===== config.mk =====
export PLATFORM = sky130hd
export DESIGN_NAME = exc_ctl_regs
export DESIGN_NICKNAME = d
export VERILOG_FILES = /design/src/rtl/exc_pkg.sv /design/src/rtl/exc_idx_decode.sv /design/src/rtl/exc_reg_core.sv /design/src/rtl/exc_read_mux.sv /design/src/rtl/exc_ctl_regs.sv
export SDC_FILE = /design/constraint.sdc
export NUM_CORES = 1
export LEC_CHECK = 0
export BUFFER_PORTS_ARGS = -buffer_cell sky130_fd_sc_hd__buf_2
export CAP_MARGIN = 20
export CELL_PAD_IN_SITES_DETAIL_PLACEMENT = 0
export CELL_PAD_IN_SITES_GLOBAL_PLACEMENT = 1
export CORE_AREA = 2 2 146 148
export DETAILED_ROUTE_END_ITERATION = 8
export DIE_AREA = 0 0 148 150
export PLACE_DENSITY = 0.65
export SETUP_SLACK_MARGIN = 0.02
export SLEW_MARGIN = 20
export SYNTH_ARGS = -nofsm -noshare
export SYNTH_HDL_FRONTEND = slang
export SYNTH_SLANG_ARGS = --single-unit

===== constraint.sdc =====
create_clock -name clk -period 2.25 [get_ports clk]
set_clock_uncertainty 0.1 [all_clocks]
set_input_delay 0.225 -clock clk [delete_from_list [all_inputs] [get_ports clk]]
set_output_delay 0.225 -clock clk [all_outputs]
set_load 0.02 [all_outputs]

===== src/rtl/exc_pkg.sv =====
package exc_pkg;

    typedef enum logic [2:0] {
        SEL_NONE    = 3'd0,
        SEL_STATUS  = 3'd1,
        SEL_CAUSE   = 3'd2,
        SEL_EPC     = 3'd3,
        SEL_BADADDR = 3'd4
    } reg_sel_e;

endpackage


===== src/rtl/exc_idx_decode.sv =====
module exc_idx_decode
    import exc_pkg::*;
#(
    parameter int IDX_W       = 5,
    parameter int IDX_STATUS  = 12,
    parameter int IDX_CAUSE   = 13,
    parameter int IDX_EPC     = 14,
    parameter int IDX_BADADDR = 8
) (
    input  logic [IDX_W-1:0] idx,
    output reg_sel_e         sel
);

    always_comb begin
        if (idx == IDX_W'(IDX_STATUS))       sel = SEL_STATUS;
        else if (idx == IDX_W'(IDX_CAUSE))   sel = SEL_CAUSE;
        else if (idx == IDX_W'(IDX_EPC))     sel = SEL_EPC;
        else if (idx == IDX_W'(IDX_BADADDR)) sel = SEL_BADADDR;
        else                                 sel = SEL_NONE;
    end

endmodule


===== src/rtl/exc_reg_core.sv =====
module exc_reg_core
    import exc_pkg::*;
#(
    parameter int XLEN     = 32,
    parameter int CODE_W   = 5,
    parameter int CODE_LSB = 2,
    parameter int IE_BIT   = 0,
    parameter int EXL_BIT  = 1
) (
    input  logic              clk,
    input  logic              rst_n,
    input  logic              exc_valid,
    input  logic [CODE_W-1:0] exc_code,
    input  logic [XLEN-1:0]   exc_pc,
    input  logic              exc_badaddr_vld,
    input  logic [XLEN-1:0]   exc_badaddr,
    input  logic              eret,
    input  logic              wr_en,
    input  reg_sel_e          wr_sel,
    input  logic [XLEN-1:0]   wr_data,
    output logic [XLEN-1:0]   status_q,
    output logic [XLEN-1:0]   cause_q,
    output logic [XLEN-1:0]   epc_q,
    output logic [XLEN-1:0]   badaddr_q
);

    localparam logic [XLEN-1:0] CAUSE_MASK =
        {{(XLEN-CODE_W){1'b0}}, {CODE_W{1'b1}}} << CODE_LSB;

    typedef struct packed {
        logic [XLEN-1:0] status;
        logic [XLEN-1:0] cause;
        logic [XLEN-1:0] epc;
        logic [XLEN-1:0] badaddr;
    } state_t;

    state_t st_d, st_q;

    always_comb begin
        st_d = st_q;
        // software transfer first, so hardware capture overrides it below
        if (wr_en) begin
            case (wr_sel)
                SEL_STATUS:  st_d.status  = wr_data;
                SEL_CAUSE:   st_d.cause   = wr_data & CAUSE_MASK;
                SEL_EPC:     st_d.epc     = wr_data;
                SEL_BADADDR: st_d.badaddr = wr_data;
                default:     ;
            endcase
        end
        if (eret) begin
            st_d.status[EXL_BIT] = 1'b0;
        end
        if (exc_valid) begin
            st_d.epc                       = exc_pc;
            st_d.cause                     = '0;
            st_d.cause[CODE_LSB +: CODE_W] = exc_code;
            st_d.status[EXL_BIT]           = 1'b1;
            if (exc_badaddr_vld) begin
                st_d.badaddr = exc_badaddr;
            end
        end
    end

    always_ff @(posedge clk) begin
        if (!rst_n) st_q <= '0;
        else        st_q <= st_d;
    end

    assign status_q  = st_q.status;
    assign cause_q   = st_q.cause;
    assign epc_q     = st_q.epc;
    assign badaddr_q = st_q.badaddr;


    epc_capture_chk: assert property (@(posedge clk) disable iff (!rst_n)
        exc_valid |=> (epc_q == $past(exc_pc)));


    cause_capture_chk: assert property (@(posedge clk) disable iff (!rst_n)
        exc_valid |=> (cause_q == ($past({{(XLEN-CODE_W){1'b0}}, exc_code}) << CODE_LSB)));


    badaddr_hold_chk: assert property (@(posedge clk) disable iff (!rst_n)
        (!(exc_valid && exc_badaddr_vld) && !(wr_en && wr_sel == SEL_BADADDR))
        |=> $stable(badaddr_q));


    exl_set_chk: assert property (@(posedge clk) disable iff (!rst_n)
        exc_valid |=> status_q[EXL_BIT]);


    exl_clear_chk: assert property (@(posedge clk) disable iff (!rst_n)
        (eret && !exc_valid) |=> !status_q[EXL_BIT]);


    cause_field_only_chk: assert property (@(posedge clk) disable iff (!rst_n)
        (cause_q & ~CAUSE_MASK) == '0);

endmodule


===== src/rtl/exc_read_mux.sv =====
module exc_read_mux
    import exc_pkg::*;
#(
    parameter int XLEN = 32
) (
    input  reg_sel_e        sel,
    input  logic [XLEN-1:0] status_q,
    input  logic [XLEN-1:0] cause_q,
    input  logic [XLEN-1:0] epc_q,
    input  logic [XLEN-1:0] badaddr_q,
    output logic [XLEN-1:0] rdata
);

    always_comb begin
        case (sel)
            SEL_STATUS:  rdata = status_q;
            SEL_CAUSE:   rdata = cause_q;
            SEL_EPC:     rdata = epc_q;
            SEL_BADADDR: rdata = badaddr_q;
            default:     rdata = '0;
        endcase
    end

endmodule


===== src/rtl/exc_ctl_regs.sv =====
module exc_ctl_regs
    import exc_pkg::*;
#(
    parameter int XLEN        = 32,
    parameter int IDX_W       = 5,
    parameter int CODE_W      = 5,
    parameter int CODE_LSB    = 2,
    parameter int IE_BIT      = 0,
    parameter int EXL_BIT     = 1,
    parameter int IDX_STATUS  = 12,
    parameter int IDX_CAUSE   = 13,
    parameter int IDX_EPC     = 14,
    parameter int IDX_BADADDR = 8
) (
    input  logic              clk,
    input  logic              rst_n,
    input  logic              exc_valid,
    input  logic [CODE_W-1:0] exc_code,
    input  logic [XLEN-1:0]   exc_pc,
    input  logic              exc_badaddr_vld,
    input  logic [XLEN-1:0]   exc_badaddr,
    input  logic              eret,
    input  logic [IDX_W-1:0]  rf_idx,
    input  logic              rf_we,
    input  logic [XLEN-1:0]   rf_wdata,
    output logic [XLEN-1:0]   rf_rdata,
    output logic [XLEN-1:0]   epc_o,
    output logic              int_en_o,
    output logic              exc_pending_o
);

    reg_sel_e        sel;
    logic [XLEN-1:0] status_q, cause_q, epc_q, badaddr_q;

    exc_idx_decode #(
        .IDX_W(IDX_W), .IDX_STATUS(IDX_STATUS), .IDX_CAUSE(IDX_CAUSE),
        .IDX_EPC(IDX_EPC), .IDX_BADADDR(IDX_BADADDR)
    ) u_decode (
        .idx (rf_idx),
        .sel (sel)
    );

    exc_reg_core #(
        .XLEN(XLEN), .CODE_W(CODE_W), .CODE_LSB(CODE_LSB),
        .IE_BIT(IE_BIT), .EXL_BIT(EXL_BIT)
    ) u_core (
        .clk             (clk),
        .rst_n           (rst_n),
        .exc_valid       (exc_valid),
        .exc_code        (exc_code),
        .exc_pc          (exc_pc),
        .exc_badaddr_vld (exc_badaddr_vld),
        .exc_badaddr     (exc_badaddr),
        .eret            (eret),
        .wr_en           (rf_we),
        .wr_sel          (sel),
        .wr_data         (rf_wdata),
        .status_q        (status_q),
        .cause_q         (cause_q),
        .epc_q           (epc_q),
        .badaddr_q       (badaddr_q)
    );

    exc_read_mux #(.XLEN(XLEN)) u_rmux (
        .sel       (sel),
        .status_q  (status_q),
        .cause_q   (cause_q),
        .epc_q     (epc_q),
        .badaddr_q (badaddr_q),
        .rdata     (rf_rdata)
    );

    assign epc_o         = epc_q;
    assign int_en_o      = status_q[IE_BIT] & ~status_q[EXL_BIT];
    assign exc_pending_o = status_q[EXL_BIT];


    int_blocked_chk: assert property (@(posedge clk) disable iff (!rst_n)
        int_en_o |-> !exc_pending_o);


    unimpl_read_zero_chk: assert property (@(posedge clk) disable iff (!rst_n)
        (rf_idx != IDX_W'(IDX_STATUS) && rf_idx != IDX_W'(IDX_CAUSE) &&
         rf_idx != IDX_W'(IDX_EPC) && rf_idx != IDX_W'(IDX_BADADDR))
        |-> (rf_rdata == '0));


    eret_loses_chk: assert property (@(posedge clk) disable iff (!rst_n)
        (exc_valid && eret) |=> exc_pending_o);

endmodule


==> metrics.yaml, run 1 <==
outcome:
  status: "completed"
setup_path:
  crit_path_end_kind: "output pin"
  critPathBufInv: 3
  worst_setup_path_start_kind: "input pin"
  critPathRequiredTime_ns: 1.92
  crit_fanout: 26
  criticalPathCategory: "input pin to output pin"
  path_cells: "buf_2 -> and3b_2 -> buf_4 -> and3_1 -> a221o_1 -> buf_2"
  crit-reg2reg-launch: "u_core.status_q[1]"
  r2r_setup_slack_ns: 1.29
  critPathMostFrequentCell: "buf_2"
  rr_worst_depth: 2
  cpLargestDelayFamily: "buffers and inverters"
  r2r_end: "u_core.status_q[1]"
  crit_arrival_ns: 1.54
  slowest_stage: "a221o_1"
  max_stage_delay_ns: 0.32
job:
  maxCapViolations: 0
sta:
  rsz0062_at_grt: "false"
  slew_headroom: 0.5525
  worst_slew_pin_slew_ns: 0.6713
  finalMaxSlewViolations: 0
  setup_viol: 0
  post-route-period-util: 0.8297
  timing.final.ws_setup_ns: 0.3832
  setup_tns_ns: 0
  fmaxAchievable_ghz: 0.5357
  finalCriticalPeriod_ns: 1.867
  finalHoldViolCount: 0
clocking:
  clk_transition_reported_paths_ns: 0.08
  postCtsSetupBuffers: 0
  clk_path_buf_depth: 2
  clock-root-buffer: "clkbuf_16"
  cts_tree: "yes"
  cts_sinks: 101
  cts_buffers: 9
  h-tree-depth: 3
  clkLatencyLatePin_ns: 0.35
logic_synthesis:
  yosysUniqueCellTypes: 32
  yosysSeqAreaShare: 0.3978
  synth_fp_nets: 766
  yosysWarningCount: 0
  ys_ff_latch: 101
  syn_area_mm2: 0.005082
  yosys-top-cells-area: "dfxtp_1 (40%), o21ai_0 (12%), a31oi_1 (8.6%), nand3_1 (8.2%), a21oi_1 (6.7%)"
  avgSynthCellArea_um2: 7.771
  synthCells: 654
  synth_top_area_share: 0.3978
  synth_largest_area_cell: "dfxtp_1"
layout:
  nets: 900
  finalNonFillerCells: 1069
  final_util: 0.3177
  area_delta_synth_final_pct: 29.32
  nFillCells: 2303
  drive_gt1_frac: 0.2951
detailed_routing:
  routed_via_density: 5.374
  drt-pass1-iter-count: 5
  wirelength_um: 22260
  antenna_left: 0
  post-route-drc-count: 0
  wire_per_inst_um: 20.82
  drt-initial-drc-count: 457
  route.vias.total: 5745
die:
  die_h_um: 150
  start_util: 0.2456
  io_pins: 178
  die-area_mm2: 0.02220
  die_w_um: 148
  coreArea_mm2: 0.02069
  num_rows: 53
global_routing:
  grt_pass1_wl_um: 33450
  grt_max_degree: 70
  grt_util_met3: 0.03963
  overflow: 0
  grt_pass1_vias: 5536
  use_met2: 0.3352
  antenna_found_initial: 1
  gr-usage-all-layers: 0.1968
  grt_most_used_layer: "met2"
  grt_use_met1: 0.2583
worst_hold_path:
  hold_path_end: "u_core.cause_q[4]"
  worstHoldStart: "exc_code[2]"
  hold_path.class: "input pin to register"
  holdPathStages: 3
power_and_ir_drop:
  leakage_nw: 2.631
  power_density_mw_per_mm2: 645.4
  ir_worst_vdd_mv: 0.3038
placed_design:
  hpwl_um: 14150
  io_buffers: 177
  dp_slack_ns: 0.3876
  dp_cells: 1051
  gp_congestion: 0.7786
-- through the flow --
step           instance area [um2]  power (mW)  hold WS, ns
4_1_cts                       6570       4.295      0.01910
6_report                      6573       4.242      0.03209
5_1_grt                       6570       4.415      0.03532
3_3_place_gp                  6261       2.655       0.3315
3_5_place_dp                  6261       2.655       0.3334
2_1_floorplan                 5082       2.314       0.2392
-- cells by family after synthesis --
group / after synthesis / synth area share
compound gates: 336 / 0.3754
simple gates: 134 / 0.1499
flops: 101 / 0.3978
buf+inv: 83 / 0.07681
-- cell usage after synthesis (all sizes together) --
cell type,number
nand2b,3
nand2,1
a21oi,68
a221oi,1
nand4b,1
and2b,1
nand4,5
clkbuf,53
dfxtp,101
nor2b,4
nor3,1
a31oi,70
inv,2
or2,1
and3,27
and4b,1
nor4b,1
nor2,1
o21ai,170
a221o,27
or4b,1
buf,28
nand3,83
and2,2
and3b,1
-- worst max-delay path by stage --
stage | start | to | slack [ns] | depth (start not counted)
after detailed placement | rf_idx[2] | rf_rdata[1] | 0.39 | 6
after global placement | rf_idx[1] | rf_rdata[31] | 0.39 | 6
final | rf_idx[2] | rf_rdata[1] | 0.38 | 6
after CTS | rf_idx[4] | rf_rdata[1] | 0.38 | 5
after global routing | rf_idx[1] | rf_rdata[17] | 0.32 | 6
after floorplan | rf_idx[2] | rf_rdata[0] | 0.62 | 6
-- layout by cell type (no fill, tap or decap), types with 2 or more instances in the layout --
cell         n
buf_2      177
o21ai_0    121
dfxtp_1    101
nand3_1     83
a31oi_1     70
a21oi_1     68
o21ai_1     49
and3_1      27
a221o_1     27
buf_4       18
clkbuf_16    9
buf_12       8
nand4_1      5
nor2b_1      3
nand2b_2     2
clkinv_4     2
clkinv_2     2
-- state kept, by name, summed over array words and instances (netlist names) --
| signal | cells |
|---|---|
| u_core.epc_q | 32 |
| u_core.status_q | 32 |
| u_core.cause_q | 5 |
| u_core.badaddr_q | 32 |
-- worst register-to-register path: cells and delay by family (launching register included) --
kind               cells  cell delay (ns)
AOI/OAI and AO/OA      2             0.35
DFF                    1             0.41
-- final cells by class --
type	instances	area [um2]	area share
clock buffers	9	225.2	0.03427
clock inverters	7	73.82	0.01123
multi-input cells	470	2706	0.4118
flip-flops and latches	101	2022	0.3076
well taps	275	344.1	0.05235
inverters	2	7.507	0.001142
repair buffers	204	1191	0.1812
diodes	1	2.502	0.0003807
-- power breakdown --
group | switching (mW) | internal [mW] | total, mW | leakage (nW)
sequential | 0.0595 | 1.88 | 1.94 | 0.830
clock | 0.762 | 0.868 | 1.63 | 0.146
combinational | 0.436 | 0.238 | 0.674 | 1.65
-- routing by layer --
metal	vias up	part of all wire
met2	193	0.48
met5	-	0
li1	2761	-
met4	0	0.0092
met1	2777	0.45
met3	14	0.063
-- what timing repair did --
action / 4_1_cts / 5_1_grt
resized for setup: 0 / 0
endpoints found under the hold margin: 1 / 0
hold buffers: 1 / 0
Note: power is estimated with default switching activity, not from simulation.
==> inputs of run 2 (changes only) <==
ABC_AREA = 1   (was unset)
CORE_AREA = 2 2 149 151   (was 2 2 146 148)
DIE_AREA = 0 0 151 153   (was 0 0 148 150)
PLACE_DENSITY = 0.69   (was 0.65)
clock period = 1.7 ns   (was 2.25 ns; I/O delays follow)
==> metrics.yaml, run 2 <==
detailed_routing:
  route.vias.total: 6015
  drt-pass1-iter-count: 6
  routed_via_density: 4.656
  wirelength_um: 20910
  post-route-drc-count: 0
  drt-initial-drc-count: 356
  antenna_left: 0
  wire_per_inst_um: 16.18
sta:
  holdWs_ns: 0.01799
  finalHoldViolCount: 0
  finalCriticalPeriod_ns: 1.566
  setup_viol: 0
  slew_headroom: 0.5883
  rsz0062_at_grt: "false"
  worst_slew_pin_slew_ns: 0.6166
  finalMaxSlewViolations: 0
  post-route-period-util: 0.9209
  setup_tns_ns: 0
  fmaxAchievable_ghz: 0.6387
setup_path:
  rr_worst_depth: 4
  slowest_stage: "o211ai_1"
  max_stage_delay_ns: 0.32
  crit_path_end_kind: "output pin"
  criticalPathCategory: "input pin to output pin"
  critPathRequiredTime_ns: 1.43
  worst_setup_path_start_kind: "input pin"
  path_cells: "buf_2 -> nor2_4 -> nand3_1 -> o211ai_1 -> buf_4"
  crit_arrival_ns: 1.30
  crit_fanout: 5
logic_synthesis:
  yosysWarningCount: 0
  synth_fp_nets: 954
  yosys-top-cells-area: "dfxtp_1 (38%), nand2_1 (17%), nor2_1 (13%), nand3_1 (9.2%), o21ai_0 (4.8%)"
  synth_ff_type: "dfxtp_1"
  synth_edf_count: 0
  synth_largest_area_cell: "dfxtp_1"
  synthCells: 842
  yosysSeqAreaShare: 0.3835
  avgSynthCellArea_um2: 6.262
  async_flop_share: 0
  ys_ff_latch: 101
  synth_common_cells: "nand2_1 (232), nor2_1 (176), dfxtp_1 (101), nand3_1 (97), o21ai_0 (51)"
  yosysUniqueCellTypes: 24
  synth_most_common_cell: "nand2_1"
  synth_top_area_share: 0.3835
  syn_area_mm2: 0.005273
power_and_ir_drop:
  ir_worst_vdd_mv: 0.5459
  power_density_mw_per_mm2: 829.6
  power_mw: 5.820
  leakage_nw: 3.537
layout:
  final_common_cell: "nand2_1"
  most-common-layout-cells: "nand2_1 (231), buf_2 (176), nor2_1 (175)"
  multiInputGateArea_mm2: 0.002844
  drive_gt1_frac: 0.2384
  nets: 1118
  seqCellArea_mm2: 0.002022
  area_delta_synth_final_pct: 33.06
  nFillCells: 2427
  fin_area_mm2: 0.007015
  final_util: 0.3265
clocking:
  h-tree-depth: 3
  clk_transition_reported_paths_ns: 0.07
  cts_buffers: 9
  clock-root-buffer: "clkbuf_16"
  cts_tree: "yes"
  clkLatencyLatePin_ns: 0.34
  clk_path_buf_depth: 2
  cts_sinks: 101
die:
  die-area_mm2: 0.02310
  coreArea_mm2: 0.02149
  die_w_um: 151
  start_util: 0.2454
  die_h_um: 153
  num_rows: 54
  io_pins: 178
global_routing:
  antenna_found_initial: 1
  grt_pass1_vias: 5859
  grt_max_degree: 62
  overflow: 0
  gr-usage-all-layers: 0.1813
  grt_pass1_wl_um: 32680
placed_design:
  io_buffers: 177
  gp_congestion: 0.7638
  placed_area_mm2: 0.006598
  hpwl_um: 14400
worst_hold_path:
  holdPathStages: 3
  hold_path.class: "input pin to register"
outcome:
  status: "completed"
job:
  maxCapViolations: 0
[run 2: changes by cell type in the layout (fill, tap and decap cells not counted), moves of 13 or more]
cell | before | now
nand2_1 | 0 | 231
nor2_1 | 0 | 175
a31oi_1 | 70 | 0
o21ai_0 | 121 | 51
a21oi_1 | 68 | 15
o21ai_1 | 49 | 6
inv_1 | 0 | 38
a221o_1 | 27 | 0
and3_1 | 27 | 0
nand4_1 | 5 | 32
a22oi_1 | 0 | 14
nand3_1 | 83 | 96
[run 2: power breakdown]
group	internal (mW)	leakage (nW)	switching, mW
registers	2.49	0.829	0.0774
clock network	1.37	0.163	0.938
logic	0.355	2.55	0.593
[run 2: path summary, 6_finish.rpt]
path / from / to / slack [ns]
max: rf_idx[0] / rf_rdata[1] / 0.13
min: rf_wdata[15] / u_core.status_q[15] / 0.02
max reg2reg: u_core.status_q[1] / u_core.status_q[1] / 0.88
min reg2reg: u_core.status_q[4] / u_core.status_q[4] / 0.37
[run 2: final cells by class]
cell class                      count  area share
Clock buffer                       12     0.03656
Inverter                           44     0.02390
Clock inverter                      4    0.009988
Timing Repair Buffer              214      0.1857
Multi-Input combinational cell    636      0.4054
Sequential cell                   101      0.2882
Tap cell                          280     0.04994
Antenna cell                        1   0.0003567
[run 2: cell families after synthesis]
logic type             after synthesis  synth area share
flip-flops                         101            0.3835
buffers and inverters              105           0.08234
AO/OA/AOI/OAI                       91           0.09587
AND/OR/NAND/NOR                    545            0.4383
[run 2: routing by layer]
layer	GRT usage	vias up	wire, um	share of wire
met5	0	-	0	0
met4	0.04228	0	297	0.014
met3	0.03701	19	1391	0.067
met2	0.3041	204	9675	0.46
met1	0.2383	2747	9543	0.46
li1	-	3045	-	-
[run 2: critical path: cells and delay by family]
kind            cells  cell delay, ns
buf+inv             2            0.32
compound gates      1            0.32
simple gates        2            0.48
[run 2: timing repair]
item | 4_1_cts | 5_1_grt
setup buffers | 0 | 2
hold endpoints to repair | 5 | 0
setup endpoints to repair | 0 | 22
gates resized for setup | 0 | 6
hold buffers | 5 | 0
[run 2: stage by stage]
stage	setup slack, ns	instances
CTS	0.04129	1289
detailed placement	0.03986	1268
global route	0.03686	1291
floorplan	0.2854	842
global placement	0.06357	1268
finish	0.1344	1292
